### src/rtl/dlc_pkg.sv
package dlc_pkg;
  // Fraction bits of the internal accumulator.
  localparam int ACC_FRAC = 24;
  // Sampling clock period in half nanoseconds (6.5 ns).
  localparam int SCLK_HALF_NS = 13;
  // Unit interval in ns scaled by 2^24, rounded (1/10.3125 ns).
  localparam longint UI_Q24 = 64'd1626882;
  // UI weight of the alignment flag.
  localparam int ALIGN_UI = 33;
  // Fixed PMA delays in UI.
  localparam int PMA_TX_SIM = 80;
  localparam int PMA_TX_HW  = 79;
  localparam int PMA_RX     = 88;

  typedef enum logic [0:0] {
    ST_IDLE = 1'b0,
    ST_RUN  = 1'b1
  } dlc_state_e;
endpackage

### src/rtl/dlc_rst_sync.sv
module dlc_rst_sync (
  input  logic clk,
  input  logic rst_n,
  output logic rst_sync_n
);
  logic [1:0] sync_q;

  always_ff @(posedge clk or negedge rst_n) begin
    if (!rst_n) sync_q <= 2'b00;
    else        sync_q <= {sync_q[0], 1'b1};
  end

  assign rst_sync_n = sync_q[1];
endmodule

### src/rtl/dlc_ctrl.sv
module dlc_ctrl
  import dlc_pkg::*;
#(
  parameter int DL_W  = 21,
  parameter int STEPS = 29
) (
  input  logic clk,
  input  logic rst_n,
  input  logic start,
  output logic load,
  output logic step,
  output logic phase_ui,
  output logic last,
  output logic busy,
  output logic done
);
  localparam int CNT_W = $clog2(STEPS + 1);

  dlc_state_e       state_q, state_d;
  logic [CNT_W-1:0] cnt_q, cnt_d;
  logic             done_q, done_d;

  always_comb begin
    state_d = state_q;
    cnt_d   = cnt_q;
    load    = 1'b0;
    last    = 1'b0;
    case (state_q)
      ST_IDLE: begin
        if (start) begin
          load    = 1'b1;
          state_d = ST_RUN;
          cnt_d   = '0;
        end
      end
      ST_RUN: begin
        if (cnt_q == CNT_W'(STEPS - 1)) begin
          last    = 1'b1;
          state_d = ST_IDLE;
          cnt_d   = '0;
        end else begin
          cnt_d = cnt_q + 1'b1;
        end
      end
      default: state_d = ST_IDLE;
    endcase
    done_d = last;
  end

  always_ff @(posedge clk or negedge rst_n) begin
    if (!rst_n) begin
      state_q <= ST_IDLE;
      cnt_q   <= '0;
      done_q  <= 1'b0;
    end else begin
      state_q <= state_d;
      cnt_q   <= cnt_d;
      done_q  <= done_d;
    end
  end

  assign step     = (state_q == ST_RUN);
  assign phase_ui = (cnt_q >= CNT_W'(DL_W));
  assign busy     = (state_q == ST_RUN);
  assign done     = done_q;
endmodule

### src/rtl/dlc_lane.sv
module dlc_lane #(
  parameter int     DL_W   = 21,
  parameter int     MAG_W  = 8,
  parameter int     ACC_W  = 44,
  parameter int     SHIFT  = 8,
  parameter longint SCLK_Q = 425984,
  parameter longint UI_Q   = 1626882
) (
  input  logic                          clk,
  input  logic                          rst_n,
  input  logic                          load,
  input  logic                          step,
  input  logic                          phase_ui,
  input  logic [DL_W-1:0]               dl,
  input  logic [MAG_W-1:0]              ui_mag,
  input  logic                          ui_neg,
  output logic signed [ACC_W-SHIFT-1:0] res_nxt
);
  logic signed [ACC_W-1:0] acc_q, acc_d;
  logic        [ACC_W-1:0] mc_q, mc_d;
  logic        [ACC_W-1:0] umc_q, umc_d;
  logic        [DL_W-1:0]  mp_q, mp_d;
  logic        [MAG_W-1:0] ump_q, ump_d;
  logic                    neg_q, neg_d;

  always_comb begin
    acc_d = acc_q;
    mc_d  = mc_q;
    umc_d = umc_q;
    mp_d  = mp_q;
    ump_d = ump_q;
    neg_d = neg_q;
    if (load) begin
      acc_d = '0;
      mc_d  = ACC_W'(SCLK_Q);
      umc_d = ACC_W'(UI_Q);
      mp_d  = dl;
      ump_d = ui_mag;
      neg_d = ui_neg;
    end else if (step) begin
      if (!phase_ui) begin
        if (mp_q[0]) acc_d = acc_q + $signed(mc_q);
        mc_d = mc_q << 1;
        mp_d = mp_q >> 1;
      end else begin
        if (ump_q[0]) begin
          if (neg_q) acc_d = acc_q - $signed(umc_q);
          else       acc_d = acc_q + $signed(umc_q);
        end
        umc_d = umc_q << 1;
        ump_d = ump_q >> 1;
      end
    end
  end

  always_ff @(posedge clk or negedge rst_n) begin
    if (!rst_n) begin
      acc_q <= '0;
      mc_q  <= '0;
      umc_q <= '0;
      mp_q  <= '0;
      ump_q <= '0;
      neg_q <= 1'b0;
    end else if (load || step) begin
      acc_q <= acc_d;
      mc_q  <= mc_d;
      umc_q <= umc_d;
      mp_q  <= mp_d;
      ump_q <= ump_d;
      neg_q <= neg_d;
    end
  end

  assign res_nxt = acc_d[ACC_W-1:SHIFT];
endmodule

### src/rtl/dl_latency_calc.sv
module dl_latency_calc
  import dlc_pkg::*;
#(
  parameter int DL_W     = 21,
  parameter int DL_FRAC  = 8,
  parameter int SLIP_W   = 7,
  parameter int MAG_W    = 8,
  parameter int ACC_W    = 44,
  parameter int OUT_FRAC = 16,
  localparam int SHIFT   = ACC_FRAC - OUT_FRAC,
  localparam int OUT_W   = ACC_W - SHIFT
) (
  input  logic                    clk,
  input  logic                    rst_n,
  input  logic                    start,
  input  logic [DL_W-1:0]         tx_dl,
  input  logic [DL_W-1:0]         rx_dl,
  input  logic [SLIP_W:0]         slip_stat,
  input  logic                    pma_en,
  input  logic                    pma_sim,
  output logic signed [OUT_W-1:0] tx_lat_ns,
  output logic signed [OUT_W-1:0] rx_lat_ns,
  output logic                    busy,
  output logic                    done
);
  localparam int     STEPS  = DL_W + MAG_W;
  localparam int     LANES  = 2;
  localparam longint SCLK_Q = longint'(SCLK_HALF_NS) << (ACC_FRAC - DL_FRAC - 1);

  logic rst_sync_n;
  logic load, step, phase_ui, last;

  dlc_rst_sync u_rst (
    .clk        (clk),
    .rst_n      (rst_n),
    .rst_sync_n (rst_sync_n)
  );

  dlc_ctrl #(.DL_W(DL_W), .STEPS(STEPS)) u_ctrl (
    .clk      (clk),
    .rst_n    (rst_sync_n),
    .start    (start),
    .load     (load),
    .step     (step),
    .phase_ui (phase_ui),
    .last     (last),
    .busy     (busy),
    .done     (done)
  );

  // UI terms: transmit is never negative, receive may be.
  logic [MAG_W-1:0] tx_ui, rx_pma, rx_slip, rx_mag;
  logic             rx_neg;

  always_comb begin
    if (!pma_en)      tx_ui = '0;
    else if (pma_sim) tx_ui = MAG_W'(PMA_TX_SIM);
    else              tx_ui = MAG_W'(PMA_TX_HW);
    rx_pma  = pma_en ? MAG_W'(PMA_RX) : '0;
    rx_slip = MAG_W'(slip_stat[SLIP_W-1:0])
            + (slip_stat[SLIP_W] ? MAG_W'(ALIGN_UI) : '0);
    rx_neg  = (rx_slip > rx_pma);
    rx_mag  = rx_neg ? (rx_slip - rx_pma) : (rx_pma - rx_slip);
  end

  logic [DL_W-1:0]         lane_dl  [LANES];
  logic [MAG_W-1:0]        lane_mag [LANES];
  logic                    lane_neg [LANES];
  logic signed [OUT_W-1:0] lane_res [LANES];

  assign lane_dl[0]  = tx_dl;
  assign lane_mag[0] = tx_ui;
  assign lane_neg[0] = 1'b0;
  assign lane_dl[1]  = rx_dl;
  assign lane_mag[1] = rx_mag;
  assign lane_neg[1] = rx_neg;

  for (genvar g = 0; g < LANES; g++) begin : g_lane
    dlc_lane #(
      .DL_W   (DL_W),
      .MAG_W  (MAG_W),
      .ACC_W  (ACC_W),
      .SHIFT  (SHIFT),
      .SCLK_Q (SCLK_Q),
      .UI_Q   (UI_Q24)
    ) u_lane (
      .clk      (clk),
      .rst_n    (rst_sync_n),
      .load     (load),
      .step     (step),
      .phase_ui (phase_ui),
      .dl       (lane_dl[g]),
      .ui_mag   (lane_mag[g]),
      .ui_neg   (lane_neg[g]),
      .res_nxt  (lane_res[g])
    );
  end

  logic signed [OUT_W-1:0] tx_q, rx_q;

  always_ff @(posedge clk or negedge rst_sync_n) begin
    if (!rst_sync_n) begin
      tx_q <= '0;
      rx_q <= '0;
    end else if (last) begin
      tx_q <= lane_res[0];
      rx_q <= lane_res[1];
    end
  end

  assign tx_lat_ns = tx_q;
  assign rx_lat_ns = rx_q;
endmodule

### config.mk
export PLATFORM = sky130hd
export DESIGN_NAME = dl_latency_calc
export DESIGN_NICKNAME = d
export VERILOG_FILES = /design/src/rtl/dlc_pkg.sv /design/src/rtl/dlc_rst_sync.sv /design/src/rtl/dlc_ctrl.sv /design/src/rtl/dlc_lane.sv /design/src/rtl/dl_latency_calc.sv
export SDC_FILE = /design/constraint.sdc
export NUM_CORES = 1
export LEC_CHECK = 0
export BUFFER_PORTS_ARGS = -buffer_cell sky130_fd_sc_hd__buf_2
export CAP_MARGIN = 5
export CELL_PAD_IN_SITES_DETAIL_PLACEMENT = 0
export CELL_PAD_IN_SITES_GLOBAL_PLACEMENT = 1
export CORE_ASPECT_RATIO = 0.7
export CORE_MARGIN = 5
export CORE_UTILIZATION = 51
export DETAILED_ROUTE_END_ITERATION = 12
export GPL_TIMING_DRIVEN = 1
export HOLD_SLACK_MARGIN = 0.08
export PLACE_DENSITY_LB_ADDON = 0.25
export SETUP_SLACK_MARGIN = 0.5
export SYNTH_ARGS = -nofsm -noshare
export SYNTH_HDL_FRONTEND = slang
export SYNTH_SLANG_ARGS = --single-unit
### constraint.sdc
create_clock -name clk -period 21.1 [get_ports clk]
set_input_delay 1.055 -clock clk [delete_from_list [all_inputs] [get_ports clk]]
set_output_delay 1.055 -clock clk [all_outputs]
set_load 0.01 [all_outputs]
==> results.txt <==
CP dominant cell by count: xnor2_1
Internal cell power: 2.093 mW
Main flop type after synthesis: dfrtp_1
Vias in the first global route: 19810
R2r startpoint: g_lane[1].u_lane.umc_q[5]
Post-Syn Instances: 2656
FF/Latch Area: 7437 um2
RSZ-0062 raised after global routing: no
Sw power: 2.040 mW
Largest net degree at the start of global routing: 75
RR Endpoint: rx_lat_ns[35]
Count of max-cap constraint violations: 0
Final Critical Period: 5.583 ns
Crit-path cells: or3_4, or3_1, nor3_1, and3_1, and2_1, nor2_1, xnor2_1, ha_1, nand2_1, or4_1, a2bb2oi_1, o2111a_1, nor3_1, a31oi_1, xnor2_1, a21boi_2, xnor2_1, mux2_4
TritonCTS clock tree: built
Die area: 46910 um2
Register area share after synthesis: 0.3419
Global placement routability congestion: 0.9899
Fraction of the mapped netlist area in adder cells: 0.09234
Post-CTS Repair Setup Buffers: 0
Initial Util: 0.5144
Share of cells above drive strength 1: 0.09850
DP Worst Slack: 15.65 ns
Longest Clk Path Bufs: 3
Width of the die: 256.7 um
Vias: 20660
Initial antenna violation count: 0
Placed standard-cell area: 22800 um2
Final setup margin: 15.52 ns
Least-Margin Pin Slew: 1.319 ns
Post-synthesis mux area share: 0.01882
Root Buffer: clkbuf_16
Final Total Pwr: 4.133 mW
CP Depth: 18
Fin. Hold Viols: 0
Diodes inserted: 0
VDD IR max: 0.09805 mV
Synth Area in Compound Gates: 0.2499
WL final: 72.62 mm
CP bufs+invs: 0
Post-route cell area: 23920 um2
Setup Total Neg Slack: 0 ns
Post-synthesis register bit count: 297
Final core occ: 0.5662
DP Cell Count: 3224
Drt pass-1 iters: 5
Multi-input combinational cell area: 13620 um2
Top delay family on crit path: simple AND/OR/NAND/NOR gates
Chip height: 182.7 um
Logic pwr share: 0.610
Worst Path Class, Setup: register to register
Final ANT Viol Nets: 0
Switch share: 0.4935
Yosys warns: 0
Remaining Overflow, GRT: 0
Hold_buf cts: 0
WHS: 0.2950 ns
Num CTS Buffers: 34
Fmax: 0.1791 GHz
Simple-Gate Fraction of Synth Area: 0.1965
Vias per std cell: 6.293
DRC Markers: 0
I/O pins: 129
Syn Area/Cell: 8.183 um2
# setup viols final: 0
Total track usage: 0.3052
Main combinational cell family by area after synthesis: compound AO/OA/AOI/OAI gates
Count of input and output buffers: 128
Ys async rst share: 1.000
Clock power share: 0.147
Power density over the cells: 172.7 nW/um2
Fin. max-slew vios: 0
Fin crit share: 0.2646
Clock skew: 0.01759 ns
Cell area after synthesis: 21730 um2
First-pass GRT wire length: 115.3 mm
CP startpoint kind: register
Final cell count without fillers: 3283
Reg2reg setup slack: 15.52 ns
Critical path arrival: 5.99 ns
R2R depth: 18
Detailed Place HPWL: 52.95 mm
Critical path's slowest cell: nor3_1
CTS sink count: 297
Clk slew on worst S/H paths: 0.07 ns
Initial DRC count: 1942
Worst EP required: 21.50 ns
Clk_lat worst skew: 0.53 ns
Status: complete, no violations
Synth Area in XOR/XNOR: 0.06684
Syn-to-layout area delta: 10.07%
Register share of total power: 0.243
Post-synth EDFFs: 0
Endpoint class of the critical path: register
Relative slew slack: 0.1177
H-tree Lvls: 2
Syn nets: 2869
Final net count: 2921
Crit path max fanout: 6
Min-Delay Path Class: input pin to async pin
Worst path max stage delay: 0.58 ns
Filler cells: 3910
Wirelength per Cell: 22.12 um
Netlist cell types: 92
Core Area: 42250 um2
Site row count: 63
Pleak: 11.14 nW
Resized cells post-CTS: 0
[worst max path at each step]
stage,endpoint,startpoint
6_report,rx_lat_ns[35],g_lane[1].u_lane.umc_q[5]
2_1_floorplan,g_lane[0].u_lane.acc_q[10],u_rst.sync_q[1]
5_1_grt,rx_lat_ns[35],g_lane[1].u_lane.umc_q[5]
3_5_place_dp,rx_lat_ns[35],g_lane[1].u_lane.umc_q[5]
3_3_place_gp,rx_lat_ns[35],g_lane[1].u_lane.umc_q[5]
4_1_cts,rx_lat_ns[35],g_lane[1].u_lane.umc_q[5]
[cell usage after synthesis (23+ instances only)]
cell / count / area (um2)
a211oi_1: 26 / 195.2
a21o_1: 73 / 548.0
a21oi_1: 211 / 1056
a22o_1: 46 / 402.9
a31oi_1: 70 / 437.9
clkbuf_1: 128 / 480.5
dfrtp_1: 297 / 7432
ha_1: 154 / 1927
inv_1: 48 / 180.2
nand2_1: 452 / 1697
nand3_1: 100 / 500.5
nand4_1: 23 / 143.9
nor2_1: 216 / 810.8
nor3_1: 55 / 275.3
o21ai_0: 201 / 1006
xnor2_1: 107 / 937.2
xor2_1: 57 / 499.2
[state kept, by name, indices dropped and copies added, names as in the netlist, 2 cells and up]
register,cells
g_lane.u_lane.acc_q,86
g_lane.u_lane.mc_q,29
g_lane.u_lane.mp_q,42
g_lane.u_lane.umc_q,43
g_lane.u_lane.ump_q,15
rx_lat_ns,36
tx_lat_ns,36
u_ctrl.cnt_q,5
u_rst.sync_q,2
[layout by cell type (no fill, tap or decap), types with 57 or more instances in the layout]
cell type    n
nand2_1    448
dfrtp_1    295
nor2_1     213
a21oi_1    211
o21ai_0    200
ha_1       154
buf_2      128
xnor2_1    107
nand3_1    100
a21o_1      73
a31oi_1     70
xor2_1      57
[cell families after synthesis]
family	after synthesis
mux	38
compound gates	837
buf+inv	191
flops	297
xor+xnor	165
other cells	1
fa+ha+maj	158
simple gates	969
[power groups by stage]
stage	registers, mW	logic (mW)	clock network, mW
floorplan	0.962	1.79	0
global placement	1.00	2.43	0
detailed placement	1.01	2.46	0
CTS	1.00	2.47	0.621
global route	1.03	2.77	0.649
finish	1.00	2.52	0.609
[routing by layer]
layer	GRT usage	wire, um
met1	0.4693	35360
met4	0.06652	1493
met2	0.4544	30630
met5	0	0
met3	0.04993	5137
[cell type report]
type,count,share of cell area
multi-input cells,2168,0.5694
well taps,552,0.02887
clock buffers,46,0.04179
flip-flops and latches,297,0.3109
clock inverters,13,0.005387
repair buffers,157,0.03588
inverters,50,0.007845
[worst register-to-register path, cell delays in order (launching register included)]
cell and delay [ns]:
dfrtp_1 0.44, or3_4 0.44, or3_1 0.31, nor3_1 0.38, and3_1 0.29, and2_1 0.36
nor2_1 0.10, xnor2_1 0.16, ha_1 0.35, nand2_1 0.15, or4_1 0.55, a2bb2oi_1 0.17
o2111a_1 0.17, nor3_1 0.59, a31oi_1 0.20, xnor2_1 0.28, a21boi_2 0.09, xnor2_1 0.17
mux2_4 0.25
Power figures use the tool's default switching activity.
